==> src/rtl/eeprom_cmd_pkg.sv <==
package eeprom_cmd_pkg;

  localparam logic [2:0] SEL_DATA_LO = 3'd0;
  localparam logic [2:0] SEL_DATA_HI = 3'd1;
  localparam logic [2:0] SEL_ADDR_LO = 3'd2;
  localparam logic [2:0] SEL_ADDR_HI = 3'd3;
  localparam logic [2:0] SEL_CMD     = 3'd4;

  localparam int BIT_EXT = 6;
  localparam int BIT_WR  = 5;
  localparam int BIT_RD  = 4;

  typedef enum logic [1:0] {
    SUB_LOCK  = 2'b00,
    SUB_FILL  = 2'b01,
    SUB_CLEAR = 2'b10,
    SUB_OPEN  = 2'b11
  } subCode_e;

  typedef struct packed {
    logic loadWord;
    logic storeWord;
    logic clearAll;
    logic setLatch;
    logic clearLatch;
  } eeCtrl_t;

  function automatic logic [7:0] statusFor(input logic [7:0] lastCmd);
    if (lastCmd[BIT_WR])      return lastCmd | 8'h02;
    else if (lastCmd[BIT_RD]) return lastCmd | 8'h01;
    else                      return lastCmd | 8'h03;
  endfunction

endpackage

==> src/rtl/eeprom_cmd_ctrl.sv <==
module eeprom_cmd_ctrl
  import eeprom_cmd_pkg::*;
#(
  parameter bit WIDE_ORG = 1'b0
) (
  input  logic        clk,
  input  logic        rstN,
  input  logic        cmdWrite,
  input  logic [7:0]  cmdByte,
  input  logic [15:0] addrWord,
  output eeCtrl_t     ctrl,
  output logic        wrEnLatch
);

  localparam int OP_LSB = WIDE_ORG ? 10 : 6;
  localparam int SUB_LSB = OP_LSB - 2;

  logic [1:0] opField;
  logic [1:0] subField;

  generate
    if (WIDE_ORG) begin : g_wide
      assign opField  = addrWord[11:10];
      assign subField = addrWord[9:8];
    end else begin : g_narrow
      assign opField  = addrWord[7:6];
      assign subField = addrWord[5:4];
    end
  endgenerate

  logic isExt, isWr, isRd;
  assign isExt = cmdByte[BIT_EXT];
  assign isWr  = !cmdByte[BIT_EXT] && cmdByte[BIT_WR];
  assign isRd  = !cmdByte[BIT_EXT] && !cmdByte[BIT_WR] && cmdByte[BIT_RD];

  always_comb begin
    ctrl = '0;
    if (cmdWrite) begin
      if (isExt) begin
        if (opField == 2'b00) begin
          case (subCode_e'(subField))
            SUB_LOCK:  ctrl.clearLatch = 1'b1;
            SUB_OPEN:  ctrl.setLatch   = 1'b1;
            SUB_CLEAR: ctrl.clearAll   = 1'b1;
            default:   ctrl            = '0;
          endcase
        end
      end else if (isWr) begin
        ctrl.storeWord = wrEnLatch;
      end else if (isRd) begin
        ctrl.loadWord = 1'b1;
      end
    end
  end

  always_ff @(posedge clk) begin
    if (!rstN)               wrEnLatch <= 1'b0;
    else if (ctrl.setLatch)  wrEnLatch <= 1'b1;
    else if (ctrl.clearLatch) wrEnLatch <= 1'b0;
  end

  AST_ONE_STROBE: assert property (@(posedge clk) disable iff (!rstN)
    $onehot0(ctrl));

  AST_LATCH_ONLY_EXT: assert property (@(posedge clk) disable iff (!rstN)
    !(cmdWrite && cmdByte[BIT_EXT]) |=> $stable(wrEnLatch));

  AST_NO_STROBE_IDLE: assert property (@(posedge clk) disable iff (!rstN)
    !cmdWrite |-> (ctrl == '0));

endmodule

==> src/rtl/eeprom_cmd_datapath.sv <==
module eeprom_cmd_datapath
  import eeprom_cmd_pkg::*;
#(
  parameter bit WIDE_ORG = 1'b0
) (
  input  logic        clk,
  input  logic        rstN,
  input  logic [2:0]  regSel,
  input  logic        wrStrobe,
  input  logic [7:0]  wrData,
  input  eeCtrl_t     ctrl,
  output logic [7:0]  rdData,
  output logic [15:0] addrWord,
  output logic        cmdWrite,
  output logic [7:0]  cmdByte
);

  localparam int IDX_W = WIDE_ORG ? 10 : 6;
  localparam int WORDS = 1 << IDX_W;

  logic [15:0] dataBuf;
  logic [7:0]  addrLo, addrHi, lastCmd;
  logic [15:0] store [WORDS];
  logic [IDX_W-1:0] wordIdx;
  logic [15:0] curWord;
  logic anyNonZero;

  assign addrWord = {addrHi, addrLo};
  assign wordIdx  = addrWord[IDX_W-1:0];
  assign curWord  = store[wordIdx];
  assign cmdWrite = wrStrobe && (regSel == SEL_CMD);
  assign cmdByte  = wrData;

  always_ff @(posedge clk) begin
    if (!rstN) begin
      addrLo  <= '0;
      addrHi  <= '0;
      lastCmd <= '0;
    end else if (wrStrobe) begin
      case (regSel)
        SEL_ADDR_LO: addrLo  <= wrData;
        SEL_ADDR_HI: addrHi  <= wrData;
        SEL_CMD:     lastCmd <= wrData;
        default:     ;
      endcase
    end
  end

  always_ff @(posedge clk) begin
    if (!rstN) begin
      dataBuf <= '0;
    end else if (ctrl.loadWord) begin
      dataBuf <= curWord;
    end else if (wrStrobe && regSel == SEL_DATA_LO) begin
      dataBuf[7:0] <= wrData;
    end else if (wrStrobe && regSel == SEL_DATA_HI) begin
      dataBuf[15:8] <= wrData;
    end
  end

  always_ff @(posedge clk) begin
    if (!rstN || ctrl.clearAll) begin
      for (int i = 0; i < WORDS; i++) store[i] <= '0;
    end else if (ctrl.storeWord) begin
      store[wordIdx] <= dataBuf;
    end
  end

  always_comb begin
    case (regSel)
      SEL_DATA_LO: rdData = dataBuf[7:0];
      SEL_DATA_HI: rdData = dataBuf[15:8];
      SEL_ADDR_LO: rdData = addrLo;
      SEL_ADDR_HI: rdData = addrHi;
      SEL_CMD:     rdData = statusFor(lastCmd);
      default:     rdData = 8'h00;
    endcase
  end

  always_comb begin
    anyNonZero = 1'b0;
    for (int i = 0; i < WORDS; i++) anyNonZero = anyNonZero | (|store[i]);
  end

  AST_STORE_TAKES_BUFFER: assert property (@(posedge clk) disable iff (!rstN)
    ctrl.storeWord |=> (store[$past(wordIdx)] == $past(dataBuf)));

  AST_LOAD_FILLS_BUFFER: assert property (@(posedge clk) disable iff (!rstN)
    ctrl.loadWord |=> (dataBuf == $past(curWord)));

  AST_ERASE_CLEARS: assert property (@(posedge clk) disable iff (!rstN)
    ctrl.clearAll |=> !anyNonZero);

  AST_STATUS_ACK: assert property (@(posedge clk) disable iff (!rstN)
    (regSel == SEL_CMD) |-> (rdData[1:0] != 2'b00));

  AST_BUF_HOLDS: assert property (@(posedge clk) disable iff (!rstN)
    (!wrStrobe && !ctrl.loadWord) |=> $stable(dataBuf));

endmodule

==> src/rtl/eeprom_cmd_regs.sv <==
module eeprom_cmd_regs
  import eeprom_cmd_pkg::*;
#(
  parameter bit WIDE_ORG = 1'b0
) (
  input  logic       clk,
  input  logic       rstN,
  input  logic [2:0] regSel,
  input  logic       wrStrobe,
  input  logic [7:0] wrData,
  output logic [7:0] rdData
);

  eeCtrl_t     ctrl;
  logic [15:0] addrWord;
  logic        cmdWrite;
  logic [7:0]  cmdByte;
  logic        wrEnLatch;

  eeprom_cmd_datapath #(.WIDE_ORG(WIDE_ORG)) u_datapath (
    .clk(clk), .rstN(rstN), .regSel(regSel), .wrStrobe(wrStrobe),
    .wrData(wrData), .ctrl(ctrl), .rdData(rdData), .addrWord(addrWord),
    .cmdWrite(cmdWrite), .cmdByte(cmdByte)
  );

  eeprom_cmd_ctrl #(.WIDE_ORG(WIDE_ORG)) u_ctrl (
    .clk(clk), .rstN(rstN), .cmdWrite(cmdWrite), .cmdByte(cmdByte),
    .addrWord(addrWord), .ctrl(ctrl), .wrEnLatch(wrEnLatch)
  );

endmodule

==> config.mk <==
export PLATFORM = sky130hd
export DESIGN_NAME = eeprom_cmd_regs
export DESIGN_NICKNAME = d
export VERILOG_FILES = /design/src/rtl/eeprom_cmd_pkg.sv /design/src/rtl/eeprom_cmd_ctrl.sv /design/src/rtl/eeprom_cmd_datapath.sv /design/src/rtl/eeprom_cmd_regs.sv
export SDC_FILE = /design/constraint.sdc
export NUM_CORES = 2
export LEC_CHECK = 0
export BUFFER_PORTS_ARGS = -buffer_cell sky130_fd_sc_hd__buf_2
export CAP_MARGIN = 15
export CORE_ASPECT_RATIO = 1.1
export CORE_MARGIN = 5
export CORE_UTILIZATION = 60
export CTS_BUF_LIST = sky130_fd_sc_hd__clkbuf_8
export DETAILED_ROUTE_END_ITERATION = 10
export PLACE_DENSITY = 0.75
export SLEW_MARGIN = 20
export SYNTH_ARGS = -nofsm -noshare
export SYNTH_HDL_FRONTEND = slang
export SYNTH_HIERARCHICAL = 1
export SYNTH_SLANG_ARGS = --single-unit
export TNS_END_PERCENT = 10
==> constraint.sdc <==
create_clock -name clk -period 5 [get_ports clk]
set_input_delay 0.25 -clock clk [delete_from_list [all_inputs] [get_ports clk]]
set_output_delay 0.25 -clock clk [all_outputs]
set_load 0.05 [all_outputs]
# Word-level counts from Yosys, hierarchy flattened
# Memories as Yosys holds them, arrays and structs flattened. A register that Yosys moved wholly into a read port is not among the register bits.
# Index checks and enable logic that the tools add are counted.
dict set report totals {
  register_bits 41
  ram_bits 1024
  in_bits 14
  out_inout_bits 8
  elab_cells 64
  n_memories 1
}
# name depth word_bits read_ports rd_ports_with_merged_regs wr line_no
set mem_list {}
lappend mem_list {u_datapath.store 64 16 1 1 64 eeprom_cmd_datapath.sv:23} ;# logic [15:0] store [WORDS];
dict set report classes {
  eq_ne 7
  n_mux 29
  reduce_logical 21
}
# op n
set ops {}
lappend ops {{8-bit case mux with 5 select lines} 1}
lappend ops {{16-bit 2-to-1 mux} 2}
lappend ops {{6-bit 2-to-1 mux} 4}
lappend ops {{8-bit 2-to-1 mux} 3}
lappend ops {{16-bit OR reduction} 1}
lappend ops {{1-bit 2-to-1 mux} 14}
lappend ops {{5-bit 2-to-1 mux} 2}
lappend ops {{2-bit AND reduction} 4}
lappend ops {{3-bit by 2-bit equality test with 1-bit output (second input constant)} 2}
lappend ops {{1-bit logical AND} 6}
lappend ops {{3-bit 2-to-1 mux} 2}
lappend ops {{2-bit nonzero test} 3}
lappend ops {{2-bit equality test (second input constant)} 2}
lappend ops {{2-bit zero test} 2}
lappend ops {{3-bit by 1-bit equality test with 1-bit output (second input constant)} 1}
lappend ops {{3-bit equality test (second input constant)} 1}
lappend ops {{1-bit zero test} 3}
lappend ops {{3-bit zero test} 1}
lappend ops {{2-bit 2-to-1 mux} 1}
lappend ops {{2-bit inequality test (second input constant)} 1}
lappend ops {{1-bit logical OR} 1}

# Longest topological paths before layout
dict set report logic_depth {
  word_depth 12
  mapped_depth 14
  mapped_depth_nobuf 11
}

# Modules after synthesis
# Netlist, hierarchy kept.
# module n_inst cells_per_inst area_each_um2 seq_area_each_um2
set by_module_without_submodules {}
lappend by_module_without_submodules {eeprom_cmd_datapath 1 3268 48957.0 31670.4}
lappend by_module_without_submodules {eeprom_cmd_ctrl 1 12 110.1 20.0}

# Least setup slack after synthesis
# No wires, ideal clock.
dict set report synth_timing {
  path_kind {input port to flip-flop}
  startpoint {in regSel[1]}
  endpoint {mem u_datapath.store[10][0] (enable)}
  setup_time_ns 0.411
  t_arrival_ns 3.655
  required_ns 4.589
  slack_ns 0.934
  cell_stages 13
  n_path_buf 3
  path_cell_list {clkbuf_1 -> nor2_1 -> nand3_1 -> clkinv_1 -> and4bb_1 -> nand2_1 -> nor2_1 -> nand2b_1 -> nor3_1 -> nand3_1 -> clkbuf_1 -> clkbuf_1 -> o21ai_0}
}
# item line_no
set synth_rtl {}
lappend synth_rtl {{from (decl)} eeprom_cmd_regs.sv:8} ;# input logic [2:0] regSel,
lappend synth_rtl {{to (decl)} eeprom_cmd_datapath.sv:23}

==> impl_metrics.toml <==
[outcome]
status = "finished clean"

[clocking]
clkLatencyLatePin_ns = 0.85
cts_root_buf = "clkbuf_8"
cts_sinks = 1071
cts_tree = "done"
cts_buffers = 165
postCtsSetupBuffers = 0
htreeDepth = 4
clkTransAtPathRegs_ns = 0.06
cts.path.max_buffers = 3

[routing]
ant_nets = 0
firstDrtPassIters = 6
detail_route.iter0.violations = 3720
met1Wirelength_mm = 46.8
post_drt_wl_per_cell_um = 29.0
route.detailed.drc = 0
wl_met3_mm = 14.7
vias = 29000
met2_length_mm = 62.5
routed_wl_mm = 130
top_layer_used = "met5"
vias_per_cell = 6.48

[sta]
finalClockSkew_ns = 0.0390
finalCriticalPeriod_ns = 3.46
setup_violations = 0
max_freq_mhz = 289
worst_slack_ns = 1.54
fin_tns_setup_ns = 0
slew_violations = 0
worst-slew-pin-transition_ns = 1.21
relSlewSlack = 0.190
rsz0062_at_grt = "false"
finalHoldViolations = 0
period_share = 0.692

[setup_path]
crit_slowest_cell = "nor2_1"
crit_end = "u_datapath/store[22][2]"
reg2reg_to = "u_datapath/dataBuf[11]"
startpoint_type = "input pin"
endpoint_kind = "register"
slowest_delay_ns = 0.73
arrival_ns = 4.14
critPathMaxFanout = 21
crit_type = "in2reg"
r2r_cells = 5
r2r_setup_slack_ns = 1.64
critical_path.most_common_cell = "nor2_1"
setup.worst_path.start = "regSel[1]"
path_cells = "buf_2, nor2_1, nand3_1, clkinv_1, and4bb_1, nand2_1, nor2_1, nand2b_1, nor2_1, nand2_1, buf_4, nor2_1, and2_1"
crit_required_ns = 5.69

[power]
power_density_nw_per_um2 = 336
p_leak_nw = 19.0
ir_drop_v = 0.000268

[floorplanning]
start_util = 0.602
dieHeight_um = 310
dieArea_um2 = 87500
die_width_um = 283
core_area_um2 = 81500
row_count = 110
io_pins = 22

[global_route]
grt_overflow_total = 0
grt_pass1_wl_mm = 192
track_usage = 0.301
grt_max_degree = 67
antenna_found_initial = 8
grt_pass1_vias = 29400

[synthesis]
avgSynthCellArea_um2 = 15.0
synth_nets = 3288
yosysWarnings = 6
syn_area_um2 = 49000
synthCells = 3274

[placed_design]
gp_congestion = 0.929
portBuffers = 21
place_ws_ns = 0.779
dpl.hpwl_mm = 79.5

[final_layout]
synthToLayoutAreaGrowth_pct = 8.91
drive_gt1_frac = 0.201
layout.nets = 3298

[run]
cap_violations = 0

[min_path]
hold_path.class = "in2reg"
[report_power, final]
group          switching, mW  internal, mW  leakage, nW
Combinational          0.577         0.302         6.27
Clock                   3.45          3.34         1.74
Sequential             0.159          10.1         11.0
[flip-flops by register name, indices dropped and copies added, names as in the netlist, named ones only]
name / flops
u_datapath/store: 1024
u_datapath/dataBuf: 16
u_datapath/addrHi: 8
u_datapath/addrLo: 8
u_datapath/lastCmd: 8
u_ctrl/wrEnLatch: 1
[stage by stage]
step	area [µm²]	total power [mW]	instances	hold slack, ns	util
global route	53400	18.5	4483	0.0404	0.655
global placement	50200	11.2	4171	0.454	0.617
CTS	53400	18.0	4481	0.00179	0.655
floorplan	49000	10.9	3274	0.378	-
detailed placement	50200	11.3	4171	0.460	0.617
finish	53400	17.9	4483	0.0638	0.655
[critical path, delay by kind of cell]
kind                   cells  cell delay, ns
and+or+nand+nor           10            2.78
buffers and inverters      3            1.09
[area by class of cell]
class | instances | area (µm²)
tap | 1064 | 1330
timing repair buffer | 164 | 1280
multi-input combinational | 1871 | 16000
clock inverter | 134 | 737
inverter | 11 | 41.3
sequential | 1071 | 31700
fill | 5615 | 28100
antenna | 2 | 5.00
clock buffer | 166 | 2280
[worst min-delay path by stage]
stage          slack, ns              endpoint            startpoint  depth (start not counted)
2_1_floorplan       0.38      u_ctrl/wrEnLatch                  rstN                          1
3_3_place_gp        0.45  u_datapath/addrHi[1]  u_datapath/addrHi[1]                          2
3_5_place_dp        0.46  u_datapath/addrHi[4]  u_datapath/addrHi[4]                          2
4_1_cts            0.002  u_datapath/addrHi[3]              wrStrobe                          4
5_1_grt             0.04  u_datapath/addrHi[3]              wrStrobe                          4
6_report            0.06  u_datapath/addrHi[3]              wrStrobe                          4
[routing by layer]
layer / track usage / vias to the layer above
li1: - / 12100
met1: 0.408 / 14700
met2: 0.471 / 1910
met3: 0.0796 / 333
met4: 0.127 / 2
met5: 0 / -
[timing repair]
action                                  4_1_cts  5_1_grt
resized for setup                             0        0
endpoints found under the hold margin        41        0
endpoints found under the setup margin        0        0
hold buffers                                 10        0
[cells in the final DEF, fill, tap and decap left out, types with 4 or more instances in the layout]
cell	n
buf_2	21
nor3_1	65
o22ai_1	16
dfxtp_1	29
buf_4	127
bufinv_16	4
nand2b_1	7
nor2_1	96
a31oi_1	12
or4_1	5
a22oi_1	16
and3_1	8
clkinv_1	37
mux4_2	279
clkbuf_8	166
nand3b_1	5
nor2b_1	17
a21oi_1	19
nand3_1	14
dfxtp_2	12
and2_1	962
o21ai_1	64
a311oi_1	4
inv_6	6
edfxtp_1	1024
nand2_1	121
a32o_1	4
nor2_2	7
buf_12	6
a21boi_0	16
dlygate4sd3_1	10
inv_1	54
clkinv_2	32
o211ai_1	5
dfxtp_4	6
o21ai_0	10
mux2i_1	69
clkinvlp_4	5
No activity file was read; power rests on OpenSTA's default activity.
